<file path="src/rtl/sdfe_pkg.sv">
package sdfe_pkg;

  localparam int CMD_W   = 8;
  localparam int CI_NOP  = 0;
  localparam int CI_ACT  = 1;
  localparam int CI_RD   = 2;
  localparam int CI_WR   = 3;
  localparam int CI_PRE  = 4;
  localparam int CI_REF  = 5;
  localparam int CI_BST  = 6;
  localparam int CI_MRS  = 7;

  typedef enum logic [1:0] {
    PS_ACTIVE  = 2'd0,
    PS_SUSPEND = 2'd1,
    PS_PDOWN   = 2'd2
  } pwr_state_e;

  typedef struct packed {
    logic cs_n;
    logic ras_n;
    logic cas_n;
    logic we_n;
  } pins_t;

endpackage

</file>
<file path="src/rtl/sdfe_cmd_decode.sv">
module sdfe_cmd_decode
  import sdfe_pkg::*;
#(
  parameter int NUM_CMD = CMD_W
) (
  input  pins_t              pins_i,
  output logic [NUM_CMD-1:0] onehot_o
);

  logic [2:0] strobes;
  assign strobes = {pins_i.ras_n, pins_i.cas_n, pins_i.we_n};

  always_comb begin
    onehot_o = '0;
    if (pins_i.cs_n) begin
      onehot_o[CI_NOP] = 1'b1;
    end else begin
      unique case (strobes)
        3'b111:  onehot_o[CI_NOP] = 1'b1;
        3'b011:  onehot_o[CI_ACT] = 1'b1;
        3'b101:  onehot_o[CI_RD]  = 1'b1;
        3'b100:  onehot_o[CI_WR]  = 1'b1;
        3'b010:  onehot_o[CI_PRE] = 1'b1;
        3'b001:  onehot_o[CI_REF] = 1'b1;
        3'b110:  onehot_o[CI_BST] = 1'b1;
        default: onehot_o[CI_MRS] = 1'b1;
      endcase
    end
  end

  // decoder always yields exactly one command
  always_comb begin
    a_r3_decode_onehot: assert ($countones(onehot_o) <= 1);
  end

endmodule

</file>
<file path="src/rtl/sdfe_pwr_fsm.sv">
module sdfe_pwr_fsm
  import sdfe_pkg::*;
(
  input  logic       clk,
  input  logic       rst_n,
  input  logic       cke_i,
  input  logic       banks_idle_i,
  output pwr_state_e state_o
);

  pwr_state_e state_q, state_d;

  always_comb begin
    state_d = state_q;
    if (cke_i) begin
      state_d = PS_ACTIVE;
    end else if (state_q == PS_ACTIVE) begin
      state_d = banks_idle_i ? PS_PDOWN : PS_SUSPEND;
    end
  end

  always_ff @(posedge clk or negedge rst_n) begin
    if (!rst_n) begin
      state_q <= PS_ACTIVE;
    end else begin
      state_q <= state_d;
    end
  end

  assign state_o = state_q;

  a_r4_enter_suspend: assert property (@(posedge clk) disable iff (!rst_n)
    (state_q == PS_ACTIVE && !cke_i && !banks_idle_i) |=> (state_q == PS_SUSPEND));

  a_r6_enter_pdown: assert property (@(posedge clk) disable iff (!rst_n)
    (state_q == PS_ACTIVE && !cke_i && banks_idle_i) |=> (state_q == PS_PDOWN));

  a_r6_pdown_holds: assert property (@(posedge clk) disable iff (!rst_n)
    (state_q == PS_PDOWN && !cke_i) |=> (state_q == PS_PDOWN));

  a_r7_exit: assert property (@(posedge clk) disable iff (!rst_n)
    (state_q != PS_ACTIVE && cke_i) |=> (state_q == PS_ACTIVE));

endmodule

</file>
<file path="src/rtl/sdfe_cmd_stage.sv">
module sdfe_cmd_stage
  import sdfe_pkg::*;
#(
  parameter int NUM_CMD = CMD_W
) (
  input  logic               clk,
  input  logic               rst_n,
  input  logic               accept_i,
  input  logic               banks_idle_i,
  input  logic [NUM_CMD-1:0] dec_i,
  output logic [NUM_CMD-1:0] cmd_o,
  output logic               illegal_o
);

  logic [NUM_CMD-1:0] cmd_q, cmd_d;
  logic               ill_q, ill_d;
  logic               mrs_blocked;

  assign mrs_blocked = accept_i && dec_i[CI_MRS] && !banks_idle_i;

  always_comb begin
    cmd_d = '0;
    ill_d = ill_q;
    if (accept_i) begin
      cmd_d = dec_i;
    end
    if (mrs_blocked) begin
      cmd_d = '0;
      ill_d = 1'b1;
    end
  end

  always_ff @(posedge clk or negedge rst_n) begin
    if (!rst_n) begin
      cmd_q <= '0;
      ill_q <= 1'b0;
    end else begin
      cmd_q <= cmd_d;
      ill_q <= ill_d;
    end
  end

  assign cmd_o     = cmd_q;
  assign illegal_o = ill_q;

  a_r3_cmd_onehot0: assert property (@(posedge clk) disable iff (!rst_n)
    $onehot0(cmd_q));

  a_r5_gated_no_cmd: assert property (@(posedge clk) disable iff (!rst_n)
    !accept_i |=> (cmd_q == '0));

  a_r5_gated_ill_stable: assert property (@(posedge clk) disable iff (!rst_n)
    !accept_i |=> $stable(ill_q));

  a_r9_mrs_dropped: assert property (@(posedge clk) disable iff (!rst_n)
    (accept_i && dec_i[CI_MRS] && !banks_idle_i) |=> (cmd_q == '0 && ill_q));

  a_r9_sticky: assert property (@(posedge clk) disable iff (!rst_n)
    ill_q |=> ill_q);

endmodule

</file>
<file path="src/rtl/sdr_cmd_frontend.sv">
module sdr_cmd_frontend
  import sdfe_pkg::*;
#(
  parameter int NUM_CMD = CMD_W
) (
  input  logic               clk,
  input  logic               rst_n,
  input  logic               cs_n,
  input  logic               ras_n,
  input  logic               cas_n,
  input  logic               we_n,
  input  logic               cke,
  input  logic               banks_idle_i,
  output logic [NUM_CMD-1:0] cmd_o,
  output logic               clk_en_o,
  output logic               freeze_o,
  output logic               pwrdn_o,
  output logic               illegal_o
);

  logic               rst_meta, rst_sync;
  pins_t              pins;
  logic [NUM_CMD-1:0] dec;
  pwr_state_e         pstate;
  logic               accept;

  always_ff @(posedge clk or negedge rst_n) begin
    if (!rst_n) begin
      rst_meta <= 1'b0;
      rst_sync <= 1'b0;
    end else begin
      rst_meta <= 1'b1;
      rst_sync <= rst_meta;
    end
  end

  assign pins = '{cs_n: cs_n, ras_n: ras_n, cas_n: cas_n, we_n: we_n};

  sdfe_cmd_decode #(.NUM_CMD(NUM_CMD)) u_decode (
    .pins_i   (pins),
    .onehot_o (dec)
  );

  sdfe_pwr_fsm u_pwr (
    .clk          (clk),
    .rst_n        (rst_sync),
    .cke_i        (cke),
    .banks_idle_i (banks_idle_i),
    .state_o      (pstate)
  );

  assign accept = (pstate == PS_ACTIVE);

  sdfe_cmd_stage #(.NUM_CMD(NUM_CMD)) u_stage (
    .clk          (clk),
    .rst_n        (rst_sync),
    .accept_i     (accept),
    .banks_idle_i (banks_idle_i),
    .dec_i        (dec),
    .cmd_o        (cmd_o),
    .illegal_o    (illegal_o)
  );

  assign clk_en_o = (pstate == PS_ACTIVE);
  assign freeze_o = (pstate != PS_ACTIVE);
  assign pwrdn_o  = (pstate == PS_PDOWN);

  a_r4_freeze_holds: assert property (@(posedge clk) disable iff (!rst_sync)
    (freeze_o && !cke) |=> (freeze_o && !clk_en_o));

  a_r6_pdown_implies_freeze: assert property (@(posedge clk) disable iff (!rst_sync)
    pwrdn_o |-> freeze_o);

endmodule

</file>
<file path="config.mk">
export PLATFORM = sky130hd
export DESIGN_NAME = sdr_cmd_frontend
export DESIGN_NICKNAME = d
export VERILOG_FILES = /design/src/rtl/sdfe_pkg.sv /design/src/rtl/sdfe_cmd_decode.sv /design/src/rtl/sdfe_pwr_fsm.sv /design/src/rtl/sdfe_cmd_stage.sv /design/src/rtl/sdr_cmd_frontend.sv
export SDC_FILE = /design/constraint.sdc
export NUM_CORES = 1
export LEC_CHECK = 0
export ABC_CLOCK_PERIOD_IN_PS = 1700
export CAP_MARGIN = 20
export CORE_MARGIN = 2
export CORE_UTILIZATION = 35
export DETAILED_ROUTE_END_ITERATION = 12
export PLACE_DENSITY = 0.76
export SYNTH_ARGS = -nofsm -noshare
export SYNTH_HDL_FRONTEND = slang
export SYNTH_SLANG_ARGS = --single-unit
</file>
<file path="constraint.sdc">
create_clock -name clk -period 1.7 [get_ports clk]
set_input_delay 0.34 -clock clk [delete_from_list [all_inputs] [get_ports clk]]
set_output_delay 0.34 -clock clk [all_outputs]
set_load 0.05 [all_outputs]
</file>
# Word-level counts from Yosys, hierarchy flattened
# Cells that the tools add are included.
dict set report op_classes {
  add_sub_neg 0
  mul 0
  div 0
  magnitude_cmp 0
  eq_ne 8
  shift 0
  n_mux 15
  n_bitwise 0
  reduce_logical 7
}
# op n
set ops {}
lappend ops {{2-to-1 mux 8 bit} 2}
lappend ops {{equality test 3 bit (second input constant)} 4}
lappend ops {{2-to-1 mux 1 bit} 9}
lappend ops {{2-to-1 mux 7 bit} 1}
lappend ops {{OR reduction 7 bit} 1}
lappend ops {{equality test 3 x 2 -> 1 bit (second input constant)} 2}
lappend ops {{2-to-1 mux 2 bit} 3}
lappend ops {{nonzero test 2 bit} 2}
lappend ops {{equality test 3 x 1 -> 1 bit (second input constant)} 1}
lappend ops {{equality test 2 bit (second input constant)} 1}
lappend ops {{logical AND 1 bit} 2}
lappend ops {{logical NOT 2 bit} 1}
lappend ops {{logical NOT 1 bit} 1}
dict set report word_totals {
  reg_bits 13
  latchBits 0
  ramBits 0
  mem_bits_ro 0
  in_bits 8
  output_inout_bits 12
  elab_cells 35
  memories 0
}

# Longest topological paths before layout
dict set report logic_depth {
  depth_word 7
  depth_mapped 3
  mapped_depth_nobuf 3
}

# Cells and area by module
# From an unflattened synthesis, not the netlist that was laid out.
dict set report unflattened {
  hier_cells 41
  hier_area_um2 535.5
}
# module n_inst cells_per_inst area_each_um2
set by_module_without_submodules {}
lappend by_module_without_submodules {sdfe_cmd_stage 1 20 301.5}
lappend by_module_without_submodules {sdfe_pwr_fsm 1 7 82.6}
lappend by_module_without_submodules {sdfe_cmd_decode 1 8 78.8}
lappend by_module_without_submodules {sdr_cmd_frontend 1 6 72.6}

# Worst setup path after synthesis
# No wires, ideal clock.
dict set report synth_timing {
  path_type {reg-to-output}
  start {register u_pwr.state_q[1], in the netlist u_pwr.state_o[1]}
  end {output port freeze_o}
  arrival_ns 1.563
  setup_slack_ns -0.203
  stages_incl_launch_ff 3
  n_path_buf 0
  cell_sequence {dfrtp_1 -> nor2_1 -> inv_1}
}
dict set report synth_between {
  elab_chain_len 1
}
# item line
set synth_rtl {}
lappend synth_rtl {{start: declaration} sdfe_pwr_fsm.sv:11} ;# pwr_state_e state_q, state_d;
lappend synth_rtl {{start signal: assignment} sdfe_pwr_fsm.sv:26} ;# state_q <= state_d;
lappend synth_rtl {{nonzero test 2 bit} sdr_cmd_frontend.sv:65} ;# assign freeze_o = (pstate != PS_ACTIVE);
lappend synth_rtl {{end: declaration} sdr_cmd_frontend.sv:16} ;# output logic freeze_o,
# No other way between the ends.

# Final worst setup path
# Same ends and word-level chain as after synthesis.

==> run summary <==
================================================================================
Result of the run .................................................    completed
Number of global-route vias before repair .........................          298
Last element of the critical path .................................     freeze_o
Cell count after synthesis ........................................           38
Synth Warn # ......................................................            0
Detail Route Antenna Nets .........................................            0
Drt initial violations ............................................            1
Data arrival time of the critical path ............................      1.14 ns
Flip-flop cell with the highest count after synthesis ............. sky130_fd_sc_hd__dfrtp_1
Hold slack ........................................................     0.176 ns
Startpoint of the most critical setup path ........................ u_pwr.state_o[1]$_DFFE_PN0P_
Power Density .....................................................   896 nW/µm²
Fraction of layout cells with a size suffix above 1 ...............        33.9%
Number of flops mapped to enable cells by yosys ...................            0
List of most frequent post-synthesis cells ........................ 13 x sky130_fd_sc_hd__dfrtp_1, 9 x sky130_fd_sc_hd__nor2_1, 3 x sky130_fd_sc_hd__inv_1, 3 x sky130_fd_sc_hd__nand2b_1
Reg2Reg Depth .....................................................            3
Total gr overflow .................................................            0
Met3 usage in global routing ......................................        3.80%
Mean instance size in the synthesized netlist .....................     12.7 µm²
H-tree Lvls .......................................................            1
Global-route usage over all layers ................................        12.2%
Final setup violation count .......................................            0
Row cnt ...........................................................           13
Cell type contributing the most total cell area after synthesis ... sky130_fd_sc_hd__dfrtp_1
CTS root buf ...................................................... sky130_fd_sc_hd__clkbuf_4
Minimum clock period after layout .................................      1.48 ns
IO buf count ......................................................           19
Number of DRC violations after detailed routing ...................            0
Floorplan die area ................................................     1700 µm²
Unique masters post-synth .........................................           14
Leading post-synthesis cells by cell area ......................... sky130_fd_sc_hd__dfrtp_1 67%, sky130_fd_sc_hd__nor2_1 7.0%, sky130_fd_sc_hd__nor4b_4 4.9%
Leakage dissipation ...............................................     0.355 nW
GP Congestion .....................................................        0.692
Multi-input logic area ............................................      150 µm²
Terminus of the critical flop-to-flop path ........................ u_stage.cmd_o[5]$_DFF_PN0_
Number of max-cap violations ......................................            0
Largest stage delay on the critical path ..........................      0.43 ns
Min-Delay Path Class .............................................. reg -> async
Total vias in the final route .....................................          357
Worst-case clock buffer depth .....................................            2
Type of origin of the critical path ...............................         flop
Beginning of the worst register-to-register path .................. u_pwr.state_o[1]$_DFFE_PN0P_
Wire length of the first global-routing pass ......................      1260 µm
Count of hold buffers inserted by post-cts repair .................            0
Utilization after layout ..........................................        56.6%
Most common cell in the synthesized netlist ....................... sky130_fd_sc_hd__dfrtp_1
Seq. cell area ....................................................      325 µm²
TritonRoute pass-1 iters ..........................................            2
Slew Limit Fails ..................................................            0
Via count normalized by instance count ............................         4.64
Critical Path RT ..................................................      1.36 ns
Number of instances resized during post-cts repair ................            0
Hold Violations, Final ............................................            0
Global-route met1 utilization .....................................        13.2%
Crit share post-route .............................................        87.2%
Average wire per cell in the routed design ........................      10.4 µm
Max IR drop VDD ...................................................     0.465 mV
Global-route track usage on met2 ..................................        19.5%
Clock latency on the worst-skew pair ..............................      0.26 ns
Initial Util ......................................................        37.2%
Standard cell with the maximum stage delay on the critical path ... sky130_fd_sc_hd__dfrtp_1
Number of clock sinks .............................................           13
IO Pins ...........................................................           20
Growth of design area from synthesis to finish ....................        52.2%
Total Wirelength ..................................................       803 µm
Category of the critical setup timing path ........................   reg -> out
Post-route clock skew .............................................  0.000678 ns
Horizontal die dimension ..........................................      41.2 µm
Synth top area share ..............................................        67.2%
Share of async-settable or async-resettable flops after synthesis .         100%
Reg clk slew, reported paths ......................................      0.07 ns
Fill cell count ...................................................          126
Placeable core region .............................................     1300 µm²
Synthesized cell area .............................................      484 µm²
Total CTS buffers .................................................            3
CTS tree ..........................................................          yes
Number of synthesized register bits ...............................           13
Cell breakdown of the critical path ............................... nor2_2, inv_1, buf_12
Antenna diode count ...............................................            0
Nets@finish .......................................................           71
GRT busiest layer .................................................         met2
Antenna violations before repair ..................................            0
Fmax achieved .....................................................      675 MHz
Net count after synthesis .........................................           46
R2R Setup Slk .....................................................      0.39 ns
Share of synthesized area occupied by flip-flops and latches ......        67.2%
Pin count of the biggest net entering global routing ..............           12
Post-CTS Setup Bufs ...............................................            0
Placed wire-length estimate after detailed placement ..............       651 µm
Worst Setup End Kind ..............................................  output port
Crit-path max FO ..................................................            5
Die height ........................................................      41.2 µm
RSZ-0062 raised after global routing ..............................        false
================================================================================
==> kinds of logic after synthesis <==
logic type / synth area share, %
other cells: 0.774
compound gates: 7.75
flops: 67.2
buf+inv: 2.33
simple gates: 22.0
==> worst min path at each step <==
stage,endpoint,from,slack [ns]
2_1_floorplan,rst_meta$_DFF_PN0_,rst_n,0.04
3_3_place_gp,u_stage.illegal_o$_DFFE_PN0P_,rst_sync$_DFF_PN0_,0.18
3_5_place_dp,u_stage.illegal_o$_DFFE_PN0P_,rst_sync$_DFF_PN0_,0.20
4_1_cts,u_stage.cmd_o[0]$_DFF_PN0_,rst_sync$_DFF_PN0_,0.20
5_1_grt,u_stage.illegal_o$_DFFE_PN0P_,rst_sync$_DFF_PN0_,0.22
6_report,u_stage.illegal_o$_DFFE_PN0P_,rst_sync$_DFF_PN0_,0.18
==> stage by stage <==
| step | setup WS [ns] | power [mW] | instance area, µm² | std cells | setup TNS, ns |
|---|---|---|---|---|---|
| final | 0.218 | 0.660 | 737 | 77 | 0 |
| after global routing | 0.152 | 0.693 | 737 | 77 | 0 |
| after CTS | 0.205 | 0.669 | 737 | 77 | 0 |
| after detailed placement | -0.0192 | 0.488 | 711 | 73 | -0.0300 |
| after global placement | 0.0158 | 0.486 | 711 | 73 | 0 |
| after floorplan | 0.110 | 0.411 | 487 | 38 | 0 |
==> cell usage in the layout, fill, tap and decap left out, drive strengths merged <==
master / n
dfrtp: 13
o21ba: 1
clkbuf: 4
inv: 3
nor4b: 1
nand2b: 3
nor3: 1
nand2: 1
o41ai: 1
or4: 1
nor2: 9
buf: 13
a21oi: 1
clkdlybuf4s50: 7
conb: 1
or4b: 1
a31oi: 1
==> power by group <==
part | internal [mW] | switching (mW) | leakage, nW
Combinational | 0.0660 | 0.0819 | 0.173
Clock | 0.0906 | 0.0889 | 0.0150
Sequential | 0.321 | 0.0123 | 0.167
Total | 0.477 | 0.183 | 0.355
==> metal layers <==
layer | wire length [µm] | part of all wire [%]
met5 | 0 | 0
met4 | 8 | 1.0
met3 | 66 | 8.2
met2 | 415 | 52
met1 | 312 | 39
==> sequential cells by signal (all words and copies together) (netlist names) <==
name / count
rst_meta: 1
rst_sync: 1
u_pwr.state_o: 2
u_stage.cmd_o: 8
u_stage.illegal_o: 1
==> final cells by class <==
| cell class | count | area share (%) |
|---|---|---|
| Tap cell | 15 | 2.55 |
| Clock buffer | 4 | 3.57 |
| Sequential cell | 13 | 44.1 |
| Timing Repair Buffer | 20 | 27.8 |
| Multi-Input combinational cell | 22 | 20.4 |
| Inverter | 3 | 1.53 |
==> worst max-delay path, delay by kind of cell, from the launching register on <==
family / cells / cell delay (ns)
simple gates: 1 / 0.19
flops: 1 / 0.43
buf+inv: 2 / 0.27
Power figures use the tool's default switching activity.
